## src/rtl/spi_regport_pkg.sv

```systemverilog
package spi_regport_pkg;

    localparam int unsigned RP_ADDR_W = 6;
    localparam int unsigned RP_DATA_W = RP_ADDR_W + 2;
    localparam int unsigned RP_CNT_W  = $clog2(RP_DATA_W);

    typedef enum logic [1:0] {
        PH_IDLE = 2'd0,
        PH_CMD  = 2'd1,
        PH_DATA = 2'd2
    } phase_e;

    typedef struct packed {
        phase_e                 phase;
        logic [RP_CNT_W-1:0]    bitcnt;
        logic [RP_DATA_W-1:0]   rx;
        logic [RP_DATA_W-1:0]   tx;
        logic                   rw;
        logic                   mb;
        logic [RP_ADDR_W-1:0]   ptr;
        logic [RP_ADDR_W-1:0]   acc;
        logic [RP_DATA_W-1:0]   wdata;
        logic                   we;
        logic                   re;
        logic                   dout;
        logic                   dout_en;
        logic                   wire3;
    } port_state_t;

endpackage

```

## src/rtl/spi_regport_sync.sv

```systemverilog
module spi_regport_sync #(
    parameter int unsigned WIDTH   = 3,
    parameter int unsigned STAGES  = 2,
    parameter logic [WIDTH-1:0] RST_VAL = '0
) (
    input  logic             clk,
    input  logic             rst_n,
    input  logic [WIDTH-1:0] async_i,
    output logic [WIDTH-1:0] sync_o
);

    logic [WIDTH-1:0] stage_q [STAGES];

    generate
        for (genvar s = 0; s < STAGES; s++) begin : g_stage
            if (s == 0) begin : g_first
                always_ff @(posedge clk or negedge rst_n) begin
                    if (!rst_n) stage_q[0] <= RST_VAL;
                    else        stage_q[0] <= async_i;
                end
            end else begin : g_next
                always_ff @(posedge clk or negedge rst_n) begin
                    if (!rst_n) stage_q[s] <= RST_VAL;
                    else        stage_q[s] <= stage_q[s-1];
                end
            end
        end
    endgenerate

    assign sync_o = stage_q[STAGES-1];

endmodule

```

## src/rtl/spi_regport_edge.sv

```systemverilog
module spi_regport_edge #(
    parameter logic IDLE_VAL = 1'b1
) (
    input  logic clk,
    input  logic rst_n,
    input  logic level_i,
    output logic rise_o,
    output logic fall_o
);

    logic prev_d, prev_q;

    always_comb begin
        prev_d = level_i;
    end

    always_ff @(posedge clk or negedge rst_n) begin
        if (!rst_n) prev_q <= IDLE_VAL;
        else        prev_q <= prev_d;
    end

    assign rise_o = level_i & ~prev_q;
    assign fall_o = ~level_i & prev_q;

endmodule

```

## src/rtl/spi_regport_core.sv

```systemverilog
module spi_regport_core
    import spi_regport_pkg::*;
#(
    parameter logic [RP_ADDR_W-1:0] MODE_ADDR = 6'h31,
    parameter int unsigned          MODE_BIT  = 6
) (
    input  logic                 clk,
    input  logic                 rst_n,
    input  logic                 cs_act,
    input  logic                 sclk_rise,
    input  logic                 sclk_fall,
    input  logic                 din,
    input  logic [RP_DATA_W-1:0] reg_rdata,
    output logic [RP_ADDR_W-1:0] reg_addr,
    output logic [RP_DATA_W-1:0] reg_wdata,
    output logic                 reg_we,
    output logic                 reg_re,
    output logic                 dout,
    output logic                 dout_en,
    output logic                 wire3
);

    localparam logic [RP_CNT_W-1:0] LAST_BIT = RP_CNT_W'(RP_DATA_W - 1);

    port_state_t st_d, st_q;

    always_comb begin
        logic [RP_DATA_W-1:0] rx_next;
        logic [RP_ADDR_W-1:0] ptr_next;

        st_d    = st_q;
        st_d.we = 1'b0;
        st_d.re = 1'b0;

        rx_next  = {st_q.rx[RP_DATA_W-2:0], din};
        ptr_next = st_q.mb ? st_q.ptr + 1'b1 : st_q.ptr;

        if (!cs_act) begin
            // transaction closed: drop every partial count
            st_d.phase   = PH_IDLE;
            st_d.bitcnt  = '0;
            st_d.dout_en = 1'b0;
        end else if (st_q.phase == PH_IDLE) begin
            st_d.phase  = PH_CMD;
            st_d.bitcnt = '0;
            st_d.rx     = '0;
        end else begin
            // read data arrives in the strobe cycle; capture it
            if (st_q.re) begin
                st_d.tx = reg_rdata;
            end

            if (sclk_rise) begin
                st_d.rx     = rx_next;
                st_d.bitcnt = st_q.bitcnt + 1'b1;
                if (st_q.bitcnt == LAST_BIT) begin
                    if (st_q.phase == PH_CMD) begin
                        st_d.rw    = rx_next[RP_DATA_W-1];
                        st_d.mb    = rx_next[RP_DATA_W-2];
                        st_d.ptr   = rx_next[RP_ADDR_W-1:0];
                        st_d.phase = PH_DATA;
                        if (rx_next[RP_DATA_W-1]) begin
                            st_d.re  = 1'b1;
                            st_d.acc = rx_next[RP_ADDR_W-1:0];
                        end
                    end else begin
                        if (st_q.rw) begin
                            st_d.re  = 1'b1;
                            st_d.acc = ptr_next;
                        end else begin
                            st_d.we    = 1'b1;
                            st_d.acc   = st_q.ptr;
                            st_d.wdata = rx_next;
                            if (st_q.ptr == MODE_ADDR) begin
                                st_d.wire3 = rx_next[MODE_BIT];
                            end
                        end
                        st_d.ptr = ptr_next;
                    end
                end
            end

            if (sclk_fall && st_q.phase == PH_DATA && st_q.rw) begin
                st_d.dout = st_q.tx[RP_DATA_W-1];
                st_d.tx   = {st_q.tx[RP_DATA_W-2:0], 1'b0};
            end

            st_d.dout_en = st_d.wire3 ? (st_d.phase == PH_DATA && st_d.rw) : 1'b1;
        end
    end

    always_ff @(posedge clk or negedge rst_n) begin
        if (!rst_n) begin
            st_q <= '{phase: PH_IDLE, default: '0};
        end else begin
            st_q <= st_d;
        end
    end

    assign reg_addr  = st_q.acc;
    assign reg_wdata = st_q.wdata;
    assign reg_we    = st_q.we;
    assign reg_re    = st_q.re;
    assign dout      = st_q.dout;
    assign dout_en   = st_q.dout_en;
    assign wire3     = st_q.wire3;

endmodule

```

## src/rtl/spi_regport.sv

```systemverilog
module spi_regport
    import spi_regport_pkg::*;
#(
    parameter int unsigned          SYNC_STAGES = 2,
    parameter logic [RP_ADDR_W-1:0] MODE_ADDR   = 6'h31,
    parameter int unsigned          MODE_BIT    = 6
) (
    input  logic                 clk,
    input  logic                 rst_n,
    input  logic                 spi_cs_n,
    input  logic                 spi_sclk,
    input  logic                 spi_din,
    output logic                 spi_dout,
    output logic                 spi_dout_en,
    output logic [RP_ADDR_W-1:0] reg_addr,
    output logic [RP_DATA_W-1:0] reg_wdata,
    output logic                 reg_we,
    output logic                 reg_re,
    input  logic [RP_DATA_W-1:0] reg_rdata
);

    localparam int unsigned SYNC_W = 3;

    logic [SYNC_W-1:0] pins_s;
    logic              cs_n_s, sclk_s, din_s;
    logic              sclk_rise, sclk_fall;
    logic              wire3_mode;

    spi_regport_sync #(
        .WIDTH   (SYNC_W),
        .STAGES  (SYNC_STAGES),
        .RST_VAL (3'b110)
    ) u_sync (
        .clk     (clk),
        .rst_n   (rst_n),
        .async_i ({spi_cs_n, spi_sclk, spi_din}),
        .sync_o  (pins_s)
    );

    assign {cs_n_s, sclk_s, din_s} = pins_s;

    spi_regport_edge #(
        .IDLE_VAL (1'b1)
    ) u_edge (
        .clk     (clk),
        .rst_n   (rst_n),
        .level_i (sclk_s),
        .rise_o  (sclk_rise),
        .fall_o  (sclk_fall)
    );

    spi_regport_core #(
        .MODE_ADDR (MODE_ADDR),
        .MODE_BIT  (MODE_BIT)
    ) u_core (
        .clk       (clk),
        .rst_n     (rst_n),
        .cs_act    (~cs_n_s),
        .sclk_rise (sclk_rise),
        .sclk_fall (sclk_fall),
        .din       (din_s),
        .reg_rdata (reg_rdata),
        .reg_addr  (reg_addr),
        .reg_wdata (reg_wdata),
        .reg_we    (reg_we),
        .reg_re    (reg_re),
        .dout      (spi_dout),
        .dout_en   (spi_dout_en),
        .wire3     (wire3_mode)
    );

endmodule

```

## config.mk

```make
export PLATFORM = sky130hd
export DESIGN_NAME = spi_regport
export DESIGN_NICKNAME = d
export VERILOG_FILES = /design/src/rtl/spi_regport_pkg.sv /design/src/rtl/spi_regport_sync.sv /design/src/rtl/spi_regport_edge.sv /design/src/rtl/spi_regport_core.sv /design/src/rtl/spi_regport.sv
export SDC_FILE = /design/constraint.sdc
export NUM_CORES = 1
export LEC_CHECK = 0
export CORE_ASPECT_RATIO = 1.4
export CORE_MARGIN = 2
export CORE_UTILIZATION = 50
export CTS_CLUSTER_SIZE = 10
export DETAILED_ROUTE_END_ITERATION = 8
export MAX_ROUTING_LAYER = met4
export PLACE_DENSITY_LB_ADDON = 0.25
export SETUP_SLACK_MARGIN = 0.1
export SYNTH_ARGS = -nofsm -noshare
export SYNTH_HDL_FRONTEND = slang
export SYNTH_SLANG_ARGS = --single-unit
```

## constraint.sdc

```tcl
create_clock -name clk -period 4.97 [get_ports clk]
set_input_delay 0.497 -clock clk [delete_from_list [all_inputs] [get_ports clk]]
set_output_delay 0.497 -clock clk [all_outputs]
set_load 0.1 [all_outputs]
```

**Word level (Yosys, flattened, before mapping)**

Cells that the tools add are included.

- Output and inout port bits: 18
- Flip-flop bits (word level): 54
- Input port bits: 13
- Word-level logic and storage cells: 85

- Add/sub/neg operators: 2
- Mux-type cells: 35
- Equality and inequality tests: 9
- Bitwise operators: 6
- Reductions and logical operators: 16

Operator list:

| kind | number |
|---|---|
| $mux W24 | 4 |
| $mux W13 | 4 |
| $mux W6 | 3 |
| $mux W9 | 2 |
| $mux W8 | 2 |
| $mux W1 | 13 |
| $mux W12 | 1 |
| $mux W5 | 2 |
| $reduce_and A5 Y1 | 2 |
| $reduce_bool A3 Y1 | 3 |
| $add A6 B1 Y6 const B | 1 |
| $eq A6 B6 Y1 const B | 1 |
| $mux W2 | 3 |
| $reduce_and A3 Y1 | 2 |
| $reduce_and A6 Y1 | 1 |
| $eq A2 B2 Y1 const B | 2 |
| $ne A4 B2 Y1 const B | 1 |
| $not A1 Y1 | 4 |
| $reduce_and A2 Y1 | 2 |
| $reduce_and A4 Y1 | 1 |
| $add A3 B1 Y3 const B | 1 |
| $eq A3 B3 Y1 const B | 1 |
| $logic_and A1 B1 Y1 | 3 |
| $mux W3 | 1 |
| 7 further kinds | 8 |

**Logic depth before layout (Yosys ltp)**

Gate-level depths: netlist of run 1.

- Depth after elaboration: 12
- Depth in mapped cells: 7
- Depth with buffers taken out: 6

**Modules after synthesis**

From an unflattened synthesis of run 1, not the netlist that was laid out.

- Cell total of the unflattened synthesis: 245
- Area, all modules: 2636.3 um^2

By module, submodules not included:

| module | cells each | area each (um^2) | instances |
|---|---|---|---|
| spi_regport_core | 232 | 2413.6 | 1 |
| spi_regport_sync | 9 | 177.7 | 1 |
| spi_regport_edge | 3 | 41.3 | 1 |
| spi_regport | 1 | 3.8 | 1 |

**Worst setup path before layout of run 1**

No wires, ideal clock.

- Kind: register to register
- From: register u_core.st_q[43] in the netlist's numbering
- To: register u_core.st_q, in the netlist u_core.reg_wdata[0]
- Required time: 4845 ps
- Path buffers: 0
- Arrival time: 1592 ps
- Period minus slack after synthesis: 1717 ps
- Cell stages (with the launch flop): 7
- Path slack: 3253 ps
- Path through: dfrtp_1 -> ha_1 -> ha_1 -> nand3b_4 -> nand2b_4 -> nor3_4 -> mux2_2

- Cells in the longest elaborated chain, start to end: 3

Ends and longest elaborated chain:

| element | line | text |
|---|---|---|
| from (decl) | spi_regport_core.sv:25 | `port_state_t st_d, st_q;` |
| from (signal assigned) | spi_regport_core.sv:96 | `st_q <= st_d;` |
| $eq A3 B3 Y1 | spi_regport_core.sv:56 | `if (st_q.bitcnt == LAST_BIT) begin` |
| $reduce_bool A3 Y1 (no source line) | - |  |
| $reduce_and A6 Y1 (no source line) | - |  |

No other way between the ends.
A chain may end at the register's enable or synchronous reset.

**Worst setup path in the final report of run 1**

- From: register u_core.st_q, in the netlist u_core.reg_re
- To: output port reg_re

RTL lines:

| element | line | text |
|---|---|---|
| to (decl) | spi_regport.sv:18 | `output logic reg_re,` |

No word-level cell between the ends.

==> impl_metrics.json, run 1 <==
{
  "r2r_start": "u_core.st_q[46]",
  "grt_max_degree": 55,
  "crit_required_ns": 4.47,
  "fmax_ghz": 0.4314,
  "routabilityCongestion": 0.8616,
  "htreeDepth": 2,
  "path_buf_inv": 1,
  "clk_pin_slew_worst_paths_ns": 0.09,
  "use_met2_pct": 31.38,
  "cts_hold_buf": 0,
  "slew_violations": 0,
  "boundaryPins": 31,
  "fin_crit_sh_pct": 46.64,
  "cap_violations": 0,
  "yosysSeqAreaShare_pct": 51.40,
  "dpl_cell_area_mm2": 0.002850,
  "wl_per_cell_um": 15.48,
  "use_met3_pct": 4.255,
  "status": "completed",
  "first_global_vias": 1881,
  "avgSynthCellArea_um2": 10.82,
  "r2r_slack_ns": 2.87,
  "hpwl_um": 3415,
  "cts_setup_buffers": 0,
  "first_pass_iters": 4,
  "cpLargestDelayFamily": "buffers and inverters",
  "relSlewSlack_pct": 35.06,
  "fp-row-count": 31,
  "p_leak_nw": 1.317,
  "synthDistinctLibCells": 47,
  "cts_buffer_depth": 2,
  "netlist_instances": 244,
  "cts_root_buf": "clkbuf_8",
  "layout.nets": 271,
  "fin_area_mm2": 0.002945,
  "synthArstFlopShare_pct": 100.0,
  "critical_path_arrival_ns": 1.82,
  "tritoncts": "done",
  "via_count": 1845,
  "remaining_drc_errors": 0,
  "cts_buffers": 5,
  "start_util_pct": 51.59,
  "syn-num-nets": 261,
  "ys_warn_count": 0,
  "drive_gt1_share_pct": 13.73,
  "hold_path_class": "input port to asynchronous set/reset pin",
  "hold_viol": 0,
  "reg2reg_to": "u_core.reg_wdata[0]",
  "drtIter0Drc": 80,
  "synth_edf_count": 0,
  "critPathSlowestCell": "clkdlybuf4s50_1",
  "worst_pin_slew_ns": 0.9710,
  "cts_resized": 0,
  "core-area_mm2": 0.005120,
  "die_w_um": 65.43,
  "finalSetupViolCount": 0,
  "grtUsageTotal_pct": 19.60,
  "ir_drop_mv": 0.1352,
  "p_total_w": 0.0007474,
  "clkSinkCount": 54,
  "fillCellCount": 447,
  "antenna_found_initial": 0,
  "top_usage_layer": "met2",
  "crit_type": "register to output pin",
  "synth_top_area_share_pct": 46.42,
  "dieArea_mm2": 0.005888,
  "ant_nets": 0,
  "end_kind": "output pin",
  "critical_path.cell_chain": "clkdlybuf4s50_1",
  "use_met1_pct": 24.24,
  "synth_top_area_cell": "dfrtp_1",
  "finalNonFillerCells": 321,
  "power_density_mw_per_mm2": 253.8,
  "dpl.cell_count": 313,
  "grt_pass1_wl_um": 8825,
  "wl_um": 4968,
  "layout_commonest_cell": "dfrtp_1",
  "antenna_cells": 0,
  "fin_tns_setup_ns": 0,
  "grt_overflow": 0,
  "rsz0062_at_grt": "false",
  "die_h_um": 90.00,
  "final_cell_mix": "dfrtp_1, clkdlybuf4s50_1, nand2_1",
  "synthTopCellsByArea": "dfrtp_1, dfstp_2, mux2_2",
  "crit_path_start_kind": "register",
  "cpPeakStageDelay_ns": 1.13,
  "rr_worst_depth": 4,
  "finalClockSkew_ns": 0.008925,
  "vias_per_cell": 5.748,
  "critPathMaxFanout": 3,
  "ys_ff_latch": 54,
  "synth_top_flop_cell": "dfrtp_1",
  "layout_min_cycle_time_ns": 2.318,
  "clk-insertion-delay-late_ns": 0.31,
  "port_buffers": 30,
  "area_delta_synth_final_pct": 11.51,
  "synthesis.area_mm2": 0.002641
}
==> Yosys cell counts, types with 2 or more instances <==
cell type / count
dfrtp_1: 49
nor3_1: 7
nand2_1: 16
xor2_1: 2
buf_2: 6
nand3_1: 13
mux2i_1: 3
nor3_4: 2
inv_1: 12
and3_1: 2
mux2_2: 11
dfstp_2: 5
o21ai_0: 8
clkbuf_1: 5
a2bb2oi_1: 3
a21oi_1: 14
nand2b_1: 3
ha_1: 4
o22ai_1: 7
o32ai_1: 2
buf_4: 15
a22o_1: 7
o221ai_1: 7
nor2_1: 12
a21boi_0: 2
xnor2_1: 2
nor3b_1: 2
o21a_1: 2
nand4_1: 3
==> worst max path at each step <==
stage	startpoint	endpoint	slack (ns)	cells after the start
after CTS	u_core.reg_addr[5]	reg_addr[5]	2.64	1
after global placement	u_core.st_q[46]	u_core.reg_wdata[3]	2.93	4
final	u_core.reg_re	reg_re	2.65	1
after detailed placement	u_core.st_q[46]	u_core.reg_wdata[2]	2.88	4
after global routing	u_core.reg_re	reg_re	2.60	1
after floorplan	u_core.st_q[43]	u_core.reg_wdata[0]	3.25	6
==> power breakdown <==
part	switching [W]	internal, W	leakage, nW
logic	0.0000275	0.0000167	0.583
registers	0.00000526	0.000445	0.687
clock network	0.000140	0.000112	0.0472
total	0.000173	0.000574	1.32
==> sequential cells by signal (all words and copies together), names as in the netlist <==
name	count
u_core.dout	1
u_core.dout_en	1
u_core.reg_addr	6
u_core.reg_re	1
u_core.reg_wdata	8
u_core.reg_we	1
u_core.st_q	28
u_core.wire3	1
u_edge.prev_q	1
u_sync.stage_q	3
u_sync.sync_o	3
==> cell families (layout without fill, tap and decap cells) <==
family	count (synthesis)	in the layout	share of synthesized area, %
buffers and inverters	40	51	8.385
and+or+nand+nor	69	69	15.54
DFF	54	54	51.40
xor gates and xnor gates	4	4	1.327
muxes	15	15	6.253
AOI/OAI and AO/OA	58	58	15.21
adders and majority gates	4	4	1.895
==> routing by layer <==
layer	vias up	share of wire [%]
li1	876	-
met1	926	44
met2	33	51
met3	10	3.4
met4	0	2.2
met5	-	0
==> through the flow <==
step / setup slack (ns) / hold WS, ns / utilization (%)
finish: 2.652 / 0.3053 / 57.53
global route: 2.604 / 0.3594 / 57.53
CTS: 2.640 / 0.3321 / 57.53
detailed placement: 2.878 / 0.3397 / 55.67
global placement: 2.928 / 0.3363 / 55.67
floorplan: 3.253 / 0.2014 / -
==> area by class of cell <==
class,instances,area [um2],share of cell area [%]
sequential,54,1358,46.09
timing repair buffer,31,302.8,10.28
multi-input combinational,150,1062,36.07
clock inverter,2,12.51,0.4248
inverter,12,45.04,1.529
clock buffer,6,82.58,2.804
tap,66,82.58,2.804
Note: power is estimated with default switching activity, not from simulation.
==> inputs of run 2 (changes only) <==
Clock period 4.97 ns to 2.3 ns, I/O delays scaled along.
==> impl_metrics.json, run 2 (synthesis results as in run 1) <==
{
  "status": "completed",
  "clk-insertion-delay-late_ns": 0.30,
  "layout_min_cycle_time_ns": 1.943,
  "routabilityCongestion": 0.8460,
  "antenna_cells": 0,
  "end_kind": "register",
  "via_count": 1865,
  "fmax_ghz": 0.5148,
  "fillCellCount": 458,
  "grt_pass1_wl_um": 8790,
  "hold_viol": 0,
  "finalClockSkew_ns": 0.005618,
  "critPathSlowestCell": "dfrtp_1",
  "drive_gt1_share_pct": 21.84,
  "cpLargestDelayFamily": "simple AND/OR/NAND/NOR gates",
  "drtIter0Drc": 83,
  "crit_path_start_kind": "register",
  "fin_crit_sh_pct": 84.46,
  "tritoncts": "done",
  "fin_tns_setup_ns": 0,
  "rsz0062_at_grt": "false",
  "boundaryPins": 31,
  "cts_buffers": 5,
  "multiInputGateArea_mm2": 0.001062,
  "cpPeakStageDelay_ns": 0.38,
  "die_w_um": 65.43,
  "first_pass_iters": 4,
  "critical_path.cell_chain": "ha_1, ha_1, nand3b_4, nand2b_4, nor3_4, mux2_2",
  "p_leak_nw": 1.381,
  "critical_path.most_common_cell": "ha_1",
  "path_buf_inv": 0,
  "critPathMaxFanout": 11,
  "cap_violations": 0,
  "largest_register_ffs": 28,
  "grt_max_degree": 33,
  "ant_nets": 0,
  "area_delta_synth_final_pct": 11.27,
  "start_util_pct": 51.59,
  "clk_pin_slew_worst_paths_ns": 0.09,
  "grt_overflow": 0,
  "cts_root_buf": "clkbuf_8",
  "hold_path_class": "input port to register",
  "holdWs_ns": 0.3253,
  "htreeDepth": 2,
  "power_density_mw_per_mm2": 542.0,
  "antenna_found_initial": 0,
  "regMostFlops": "u_core.st_q",
  "port_buffers": 30,
  "layout_commonest_cell": "dfrtp_1",
  "wl_um": 5076,
  "slew_violations": 0,
  "crit_type": "register to register",
  "remaining_drc_errors": 0,
  "wl_per_cell_um": 15.52,
  "dieArea_mm2": 0.005888,
  "layout.nets": 277,
  "grtUsageTotal_pct": 19.63,
  "cts_setup_buffers": 0,
  "finalSetupViolCount": 0,
  "final_cell_mix": "dfrtp_1, buf_4, nand2_1",
  "crit_required_ns": 2.50,
  "vias_per_cell": 5.703,
  "hpwl_um": 3632,
  "critical_path_arrival_ns": 2.14,
  "fp-row-count": 31,
  "cts_buffer_depth": 2,
  "die_h_um": 90.00,
  "relSlewSlack_pct": 53.54,
  "clkSinkCount": 54,
  "core-area_mm2": 0.005120,
  "ff_latch_area_mm2": 0.001358,
  "ir_drop_mv": 0.4768,
  "first_global_vias": 1877,
  "worst_pin_slew_ns": 0.6969
}
[run 2: cell count changes in the layout (fill, tap and decap cells not counted)]
| cell | change |
|---|---|
| clkinv_4 | +1 |
| clkinvlp_4 | -1 |
| dlygate4sd3_1 | +1 |
| buf_4 | +23 |
| clkbuf_1 | +1 |
| clkbuf_8 | -1 |
| clkdlybuf4s50_1 | -18 |
[run 2: final cells by class]
type	count	share of cell area, %
Clock inverter	2	0.4683
Sequential cell	54	46.19
Tap cell	66	2.810
Timing Repair Buffer	37	10.39
Inverter	12	1.533
Multi-Input combinational cell	150	36.14
Clock buffer	6	2.469
[run 2: routing by layer]
layer  GRT usage, %  wire length (um)  up-vias
li1               -                 -      895
met1          24.66              2228      919
met2          31.72              2535       40
met3          3.504               173       11
met4          6.944               139        0
met5              -                 0        -
[run 2: worst paths after layout]
path                                   start                  end  slack (ns)  cells after the start
setup / recovery             u_core.st_q[43]  u_core.reg_wdata[7]        0.36                      6
hold / removal                      spi_sclk    u_sync.stage_q[4]        0.33                      1
setup reg to reg             u_core.st_q[43]  u_core.reg_wdata[7]        0.36                      6
hold reg to reg            u_sync.stage_q[3]     u_sync.sync_o[0]        0.36                      0
max in group asynchronous              rst_n      u_core.st_q[40]        1.16                      3
min in group asynchronous              rst_n      u_core.st_q[19]        0.50                      2
[run 2: metrics by stage]
stage	instances	util, %	instance area [um2]	total power (W)	worst slack, ns
finish	327	57.40	2939	0.001593	0.3574
global route	327	57.40	2939	0.001671	0.2235
CTS	327	57.40	2939	0.001613	0.3219
detailed placement	318	55.52	2843	0.001095	0.3272
global placement	318	55.52	2843	0.001094	0.3484
floorplan	244	-	2641	0.001040	0.5835
[run 2: power by group]
group	switching, W	internal [W]
clock	0.000302	0.000216
sequential	0.0000119	0.000963
combinational	0.0000611	0.0000400
[run 2: repair_timing]
action | in CTS | in global routing
hold buffers | 1 | 0
endpoints found under the hold margin | 25 | 0
gates resized for setup | 0 | 0
